--- config.mk ---
export PLATFORM = sky130hd
export DESIGN_NAME = irq_aggr
export DESIGN_NICKNAME = d
export VERILOG_FILES = /design/src/rtl/irq_aggr_pkg.sv /design/src/rtl/irq_sync.sv /design/src/rtl/irq_src_fsm.sv /design/src/rtl/irq_out_fsm.sv /design/src/rtl/irq_regs.sv /design/src/rtl/irq_aggr.sv
export SDC_FILE = /design/constraint.sdc
export NUM_CORES = 1
export LEC_CHECK = 0
export CAP_MARGIN = 20
export CELL_PAD_IN_SITES_DETAIL_PLACEMENT = 0
export CELL_PAD_IN_SITES_GLOBAL_PLACEMENT = 1
export CORE_ASPECT_RATIO = 1.25
export CORE_UTILIZATION = 33
export DETAILED_ROUTE_END_ITERATION = 10
export DONT_BUFFER_PORTS = 1
export PLACE_DENSITY = 0.56
export SETUP_SLACK_MARGIN = 0.15
export SKIP_CTS_REPAIR_TIMING = 1
export SYNTH_ARGS = -nofsm -noshare
export SYNTH_HDL_FRONTEND = slang
export SYNTH_SLANG_ARGS = --single-unit
--- constraint.sdc ---
create_clock -name clk -period 0.99 [get_ports clk]
set_input_delay 0.0495 -clock clk [delete_from_list [all_inputs] [get_ports clk]]
set_output_delay 0.0495 -clock clk [all_outputs]
set_load 0.005 [all_outputs]
--- src/rtl/irq_aggr_pkg.sv ---
package irq_aggr_pkg;

    // Register addresses; the host driver depends on these two offsets.
    localparam int unsigned ADDR_ENA  = 0;
    localparam int unsigned ADDR_STAT = 1;

    // Per-source pending tracker.
    typedef enum logic {
        SRC_IDLE = 1'b0,
        SRC_PEND = 1'b1
    } src_state_e;

    // Combined output line.
    typedef enum logic {
        OUT_QUIET  = 1'b0,
        OUT_RAISED = 1'b1
    } out_state_e;

endpackage

--- src/rtl/irq_sync.sv ---
module irq_sync #(
    parameter int W      = 4,
    parameter int STAGES = 2
) (
    input  logic         clk,
    input  logic         rst_n,
    input  logic [W-1:0] async_i,
    output logic [W-1:0] sync_o
);

    logic [W-1:0] stage_q [STAGES];

    generate
        for (genvar s = 0; s < STAGES; s++) begin : g_stage
            if (s == 0) begin : g_first
                always_ff @(posedge clk or negedge rst_n) begin
                    if (!rst_n) stage_q[s] <= '0;
                    else        stage_q[s] <= async_i;
                end
            end else begin : g_rest
                always_ff @(posedge clk or negedge rst_n) begin
                    if (!rst_n) stage_q[s] <= '0;
                    else        stage_q[s] <= stage_q[s-1];
                end
            end
        end
    endgenerate

    assign sync_o = stage_q[STAGES-1];

endmodule

--- src/rtl/irq_src_fsm.sv ---
module irq_src_fsm
    import irq_aggr_pkg::*;
(
    input  logic clk,
    input  logic rst_n,
    input  logic lvl_i,    // synchronised source level
    input  logic ack_i,    // host wrote a one to this status bit
    output logic idle_o    // status bit: 1 idle, 0 pending
);

    src_state_e state_q, state_d;

    always_comb begin
        state_d = state_q;
        unique case (state_q)
            SRC_IDLE: if (lvl_i)           state_d = SRC_PEND;   // raise
            SRC_PEND: if (ack_i && !lvl_i) state_d = SRC_IDLE;   // clear
        endcase
    end

    always_ff @(posedge clk or negedge rst_n) begin
        if (!rst_n) state_q <= SRC_IDLE;
        else        state_q <= state_d;
    end

    always_comb begin
        idle_o = (state_q == SRC_IDLE);
    end

endmodule

--- src/rtl/irq_out_fsm.sv ---
module irq_out_fsm
    import irq_aggr_pkg::*;
#(
    parameter int NUM_SRC = 4
) (
    input  logic               clk,
    input  logic               rst_n,
    input  logic [NUM_SRC-1:0] live_i,  // enabled and pending
    output logic               irq_o
);

    out_state_e state_q, state_d;
    logic       any_live;

    assign any_live = |live_i;

    always_comb begin
        state_d = state_q;
        unique case (state_q)
            OUT_QUIET:  if (any_live)  state_d = OUT_RAISED;  // fire
            OUT_RAISED: if (!any_live) state_d = OUT_QUIET;   // drop
        endcase
    end

    always_ff @(posedge clk or negedge rst_n) begin
        if (!rst_n) state_q <= OUT_QUIET;
        else        state_q <= state_d;
    end

    always_comb begin
        irq_o = (state_q == OUT_RAISED);
    end

endmodule

--- src/rtl/irq_regs.sv ---
module irq_regs
    import irq_aggr_pkg::*;
#(
    parameter int NUM_SRC = 4,
    parameter int DATA_W  = 16,
    parameter int ADDR_W  = 2,
    parameter int VIEW_W  = 8
) (
    input  logic               clk,
    input  logic               rst_n,
    input  logic [ADDR_W-1:0]  addr_i,
    input  logic [DATA_W-1:0]  wdata_i,
    input  logic               wr_i,
    input  logic [NUM_SRC-1:0] stat_i,
    output logic [NUM_SRC-1:0] ena_o,
    output logic [NUM_SRC-1:0] ack_o,
    output logic [DATA_W-1:0]  rdata_o
);

    localparam logic [ADDR_W-1:0] A_ENA  = ADDR_W'(ADDR_ENA);
    localparam logic [ADDR_W-1:0] A_STAT = ADDR_W'(ADDR_STAT);

    logic [NUM_SRC-1:0] ena_q;
    logic               hit_ena, hit_stat;

    assign hit_ena  = (addr_i == A_ENA);
    assign hit_stat = (addr_i == A_STAT);

    always_ff @(posedge clk or negedge rst_n) begin
        if (!rst_n)                ena_q <= '0;
        else if (wr_i && hit_ena)  ena_q <= wdata_i[NUM_SRC-1:0];
    end

    assign ena_o = ena_q;
    assign ack_o = (wr_i && hit_stat) ? wdata_i[NUM_SRC-1:0] : '0;

    always_comb begin
        rdata_o = '0;
        if (hit_ena) begin
            rdata_o[NUM_SRC-1:0] = ena_q;
        end else if (hit_stat) begin
            rdata_o[VIEW_W-1:0]  = '1;
            rdata_o[NUM_SRC-1:0] = stat_i;
        end
    end

endmodule

--- src/rtl/irq_aggr.sv ---
module irq_aggr #(
    parameter int NUM_SRC     = 4,
    parameter int DATA_W      = 16,
    parameter int ADDR_W      = 2,
    parameter int VIEW_W      = 8,
    parameter int SYNC_STAGES = 2
) (
    input  logic               clk,
    input  logic               rst_n,
    input  logic [NUM_SRC-1:0] src_i,
    input  logic [ADDR_W-1:0]  addr_i,
    input  logic [DATA_W-1:0]  wdata_i,
    input  logic               wr_i,
    output logic [DATA_W-1:0]  rdata_o,
    output logic               irq_o
);

    logic [NUM_SRC-1:0] src_sync;
    logic [NUM_SRC-1:0] stat_q;
    logic [NUM_SRC-1:0] ena_q;
    logic [NUM_SRC-1:0] ack_w;
    logic [NUM_SRC-1:0] live_w;

    irq_sync #(.W(NUM_SRC), .STAGES(SYNC_STAGES)) u_sync (
        .clk     (clk),
        .rst_n   (rst_n),
        .async_i (src_i),
        .sync_o  (src_sync)
    );

    generate
        for (genvar n = 0; n < NUM_SRC; n++) begin : g_src
            irq_src_fsm u_src (
                .clk    (clk),
                .rst_n  (rst_n),
                .lvl_i  (src_sync[n]),
                .ack_i  (ack_w[n]),
                .idle_o (stat_q[n])
            );
        end
    endgenerate

    irq_regs #(
        .NUM_SRC (NUM_SRC),
        .DATA_W  (DATA_W),
        .ADDR_W  (ADDR_W),
        .VIEW_W  (VIEW_W)
    ) u_regs (
        .clk     (clk),
        .rst_n   (rst_n),
        .addr_i  (addr_i),
        .wdata_i (wdata_i),
        .wr_i    (wr_i),
        .stat_i  (stat_q),
        .ena_o   (ena_q),
        .ack_o   (ack_w),
        .rdata_o (rdata_o)
    );

    assign live_w = ~stat_q & ena_q;

    irq_out_fsm #(.NUM_SRC(NUM_SRC)) u_out (
        .clk    (clk),
        .rst_n  (rst_n),
        .live_i (live_w),
        .irq_o  (irq_o)
    );

endmodule

; ---- Yosys cells after proc, flatten, opt, wreduce, memory -nomap -nowiden
; Index checks and enable logic that the tools add are counted.
[totals]
ff_bits = 17
input_bits = 25
output_inout_bits = 17
word_cells = 44
[classes]
eq_ne = 1
muxes = 17
n_bitwise = 6
reduce_logical = 12
[ops]
columns = op, count
row1 = $mux 4, 3
row2 = $mux 1, 9
row3 = $mux 8, 1
row4 = $pmux 1 s2, 4
row5 = $logic_and 1x1->1, 6
row6 = $and 4x4->4, 1
row7 = $logic_not 1->1, 4
row8 = $not 1->1, 4
row9 = $not 4->4, 1
row10 = $reduce_or 4->1, 1
row11 = $eq 2x1->1 const B, 1
row12 = $logic_not 2->1, 1

; ---- Longest topological paths before layout
[depth]
word_depth = 6
mapped_depth = 3
mapped_depth_nobuf = 2

; ---- Hierarchy
; Synthesis repeated with hierarchy kept, for this count alone.
[unflattened]
hier_cells = 66
hier_area_um2 = 834.6
[by_module_without_submodules]
columns = mod, n_inst, cells_each, area_each_um2, seq_area_each_um2
row1 = irq_regs, 1, 36, 356.6, 100.1
row2 = irq_sync, 1, 12, 230.2, 200.2
row3 = irq_src_fsm, 4, 3, 40.0, 25.0
row4 = irq_aggr, 1, 4, 55.1, 0.0
row5 = irq_out_fsm, 1, 2, 32.5, 25.0

; ---- Worst setup path after synthesis
; OpenSTA, ideal clock, no wires.
[synth_timing]
path_kind = input port to flip-flop
start = input addr_i[0]
end = register u_regs.ena_q[0], in the netlist u_regs.ena_o[0]
arrival_ps = 635
required_time_ps = 865
slack_ps = 230
path_stages = 2
path_buffers = 0
path_cell_list = nor3b_4 mux2_2
[synth_between]
elab_chain_len = 2
[synth_rtl]
columns = item, line_no
row1 = from (decl), irq_aggr.sv:11  ; input logic [ADDR_W-1:0] addr_i,
row2 = $logic_not 2->1, irq_regs.sv:26  ; assign hit_ena = (addr_i == A_ENA);
row3 = $logic_and 1x1->1, irq_regs.sv:31  ; else if (wr_i && hit_ena) ena_q <= wdata_i[NUM_SRC-1:0];
row4 = to (signal assigned), irq_regs.sv:31
row5 = to (decl), irq_regs.sv:23  ; logic [NUM_SRC-1:0] ena_q;
; No other way between the ends.
; A chain may end at the register's enable or synchronous reset.

; ---- Final worst setup path
[layout_timing]
start = register g_src[2].u_src.state_q
end = output rdata_o[2]
[layout_between]
elab_chain_len = 3
[layout_rtl]
columns = item, line_no
row1 = from (decl), irq_src_fsm.sv:11  ; src_state_e state_q, state_d;
row2 = from (signal assigned), irq_src_fsm.sv:23  ; else state_q <= state_d;
row3 = $not 1->1, irq_src_fsm.sv:27  ; idle_o = (state_q == SRC_IDLE);
row4 = $mux 8, irq_regs.sv:41  ; end else if (hit_stat) begin
row5 = $mux 4, irq_regs.sv:39  ; if (hit_ena) begin
row6 = to (decl), irq_aggr.sv:14  ; output logic [DATA_W-1:0] rdata_o,
; No other way between the ends.

==> metrics.md <==
| Metric | Value |
|---|---|
| Synth top cells by count | `dfrtp_1 (17), buf_4 (11), nand2b_1 (6)` |
| Vias | `456` |
| Syn-to-layout area delta | `19.9%` |
| Netlist cell types | `16` |
| NetSw | `301 uW` |
| Final Instance Area | `883 um^2` |
| Setup TNS | `-0.0904 ns` |
| Violated checks | `design-rule violations, negative setup slack` |
| Placed Area | `713 um^2` |
| Final period util | `1.05` |
| Leakage | `0.388 nW` |
| Drt drc | `3` |
| Final Hold Vio Count | `0` |
| Synthesized cell area | `737 um^2` |
| FFs w/ async S/R, synth | `1.00` |
| Clock Tree Buf Depth | `2` |
| Setup violations, final | `3` |
| Hold slack | `0.0475 ns` |
| Max Cap Viol | `0` |
| Sw Share | `0.231` |
| Largest net degree at the start of global routing | `18` |
| Detailed Place HPWL | `777 um` |
| Initial antenna violation count | `0` |
| Area share of the leading cell type in the synthesized netlist | `0.577` |
| Combinational Power Share | `0.124` |
| Primary FF master, synth | `dfrtp_1` |
| Avg Cell Area, Syn | `11.7 um^2` |
| Routed Antenna Nets | `0` |
| Rel. slew slack | `0.499` |
| Maximum VDD drop | `0.840 mV` |
| PnR Total Power | `1.30 mW` |
| Skew final | `0.00544 ns` |
| All-Layer GR Usage | `0.108` |
| CP max FO | `3` |
| I/O Buffers | `0` |
| Slew @ Worst Pin | `0.748 ns` |
| Die W | `44.3 um` |
| Post-synthesis sequential area ratio | `0.577` |
| Drt pass-1 iters | `9` |
| Post-detailed-route wirelength per cell | `11.5 um` |
| P per Cell Area | `1470 nW/um^2` |
| Root Driver | `clkbuf_4` |
| Die H | `54.8 um` |
| RSZ-0062 raised after global routing | `yes` |
| Routed vias/inst | `4.38` |
| Diodes inserted | `0` |
| Count leader, synth | `dfrtp_1` |
| Worst skew pair latency | `0.28 ns` |
| Initial core utilization | `0.360` |
| Critical path class | `reg2out` |
| Routed WL | `1190 um` |
| CP arrival | `0.99 ns` |
| Die Area | `2430 um^2` |
| Status | `complete, but fails checks` |
| Crit end category | `output port` |
| Reg clk slew, reported paths | `0.09 ns` |
| Syn. warnings | `0` |
| CTS tree | `done` |
| Routability Congestion | `0.649` |
| Clock share of power | `0.268` |
| IO Count | `42` |
| Final core utilization | `0.431` |
| Mapped Cells | `63` |
| 1st-iter DRT viols | `13` |
| Critical path launch point type | `flip-flop` |
| Row count | `18` |
| Nets@finish | `100` |
| CTS Buf Count | `3` |
| Highest Clock Rate | `963 MHz` |
| Yosys reg bits | `17` |
| Clk sink count | `17` |
| Share of cells above drive strength 1 | `0.257` |
| First-pass GRT wire length | `1830 um` |
| Seq pwr share | `0.608` |
| Fin. max-slew vios | `0` |
| Final worst slack | `-0.0485 ns` |
| Internal power | `1.00 mW` |
| Top cell type by total area after synthesis | `dfrtp_1` |
| Core Area | `2050 um^2` |
| Fin crit period | `1.04 ns` |
| Synth area leaders | `dfrtp_1 (58%), buf_4 (11%), mux2_2 (6.1%)` |
| EDFF count, synth | `0` |
| Hold Crit Class | `in2reg` |
| Worst EP required | `0.94 ns` |
| H-Tree Level Count | `1` |
| Total grt overflow | `0` |
| Vias in the first global route | `414` |
[through the flow]
| step | worst slack (ns) | cells |
|---|---|---|
| floorplan | 0.230 | 70 |
| global placement | 0.147 | 88 |
| detailed placement | 0.158 | 88 |
| CTS | -0.0970 | 92 |
| global route | -0.107 | 104 |
| finish | -0.0485 | 104 |
[sequential cells by signal (all words and copies together) (netlist names)]
| register | count |
|---|---|
| u_sync.stage_q | 4 |
| u_out.irq_o | 1 |
| u_regs.ena_o | 4 |
| g_src.u_src.state_q | 4 |
| u_sync.sync_o | 4 |
[layout by cell type (no fill, tap or decap), types with 2 or more instances in the layout]
cell type	instances
mux2_2	4
a21oi_2	3
a31oi_1	4
conb_1	8
nand2b_1	4
nand2b_4	2
nor2_1	5
inv_1	4
buf_4	3
a22oi_1	2
clkbuf_4	3
dlygate4sd3_1	9
dfrtp_1	17
[metal layers]
layer  GRT usage  up-vias  part of all wire
met5           0        -                 0
met4      0.0758        0             0.011
met3      0.0231        2             0.063
met2       0.189       23              0.52
met1       0.116      220              0.40
li1            -      211                 -
[critical path: stages (launching register included)]
cell and delay [ns]:
dfrtp_1 0.41, nand2b_4 0.15, a21oi_2 0.16
[path summary, 6_finish.rpt]
path,start,to,slack [ns],cells after the start
worst min-delay path,addr_i[0],u_regs.ena_o[3]$_DFFE_PN0P_,0.05,2
max in group asynchronous,rst_n,u_regs.ena_o[2]$_DFFE_PN0P_,0.25,1
min in group asynchronous,rst_n,u_regs.ena_o[3]$_DFFE_PN0P_,0.27,1
worst max register to register,g_src[1].u_src.state_q$_DFF_PN0_,u_out.irq_o$_DFF_PN0_,0.13,3
worst max-delay path,g_src[2].u_src.state_q$_DFF_PN0_,rdata_o[2],-0.05,2
worst min register to register,u_sync.stage_q[5]$_DFF_PN0_,u_sync.sync_o[1]$_DFF_PN0_,0.36,0
[layout make-up]
type	instances	area, um^2
Multi-Input combinational cell	37	267
Inverter	4	15.0
Tap cell	30	37.5
Sequential cell	17	425
Timing Repair Buffer	12	113
Fill cell	197	1170
Clock buffer	4	26.3
[cell families after synthesis]
| logic type | synth area share |
|---|---|
| mux | 0.0611 |
| other cells | 0.00509 |
| compound gates | 0.0849 |
| buf+inv | 0.139 |
| simple gates | 0.132 |
| flops | 0.577 |
[power groups by stage]
stage | clock [mW] | combinational [mW] | sequential, mW
finish | 0.348 | 0.162 | 0.792
global placement | 0 | 0.100 | 0.804
detailed placement | 0 | 0.101 | 0.805
CTS | 0.372 | 0.103 | 0.791
floorplan | 0 | 0.127 | 0.794
global route | 0.405 | 0.186 | 0.800
Note: power is estimated with default switching activity, not from simulation.
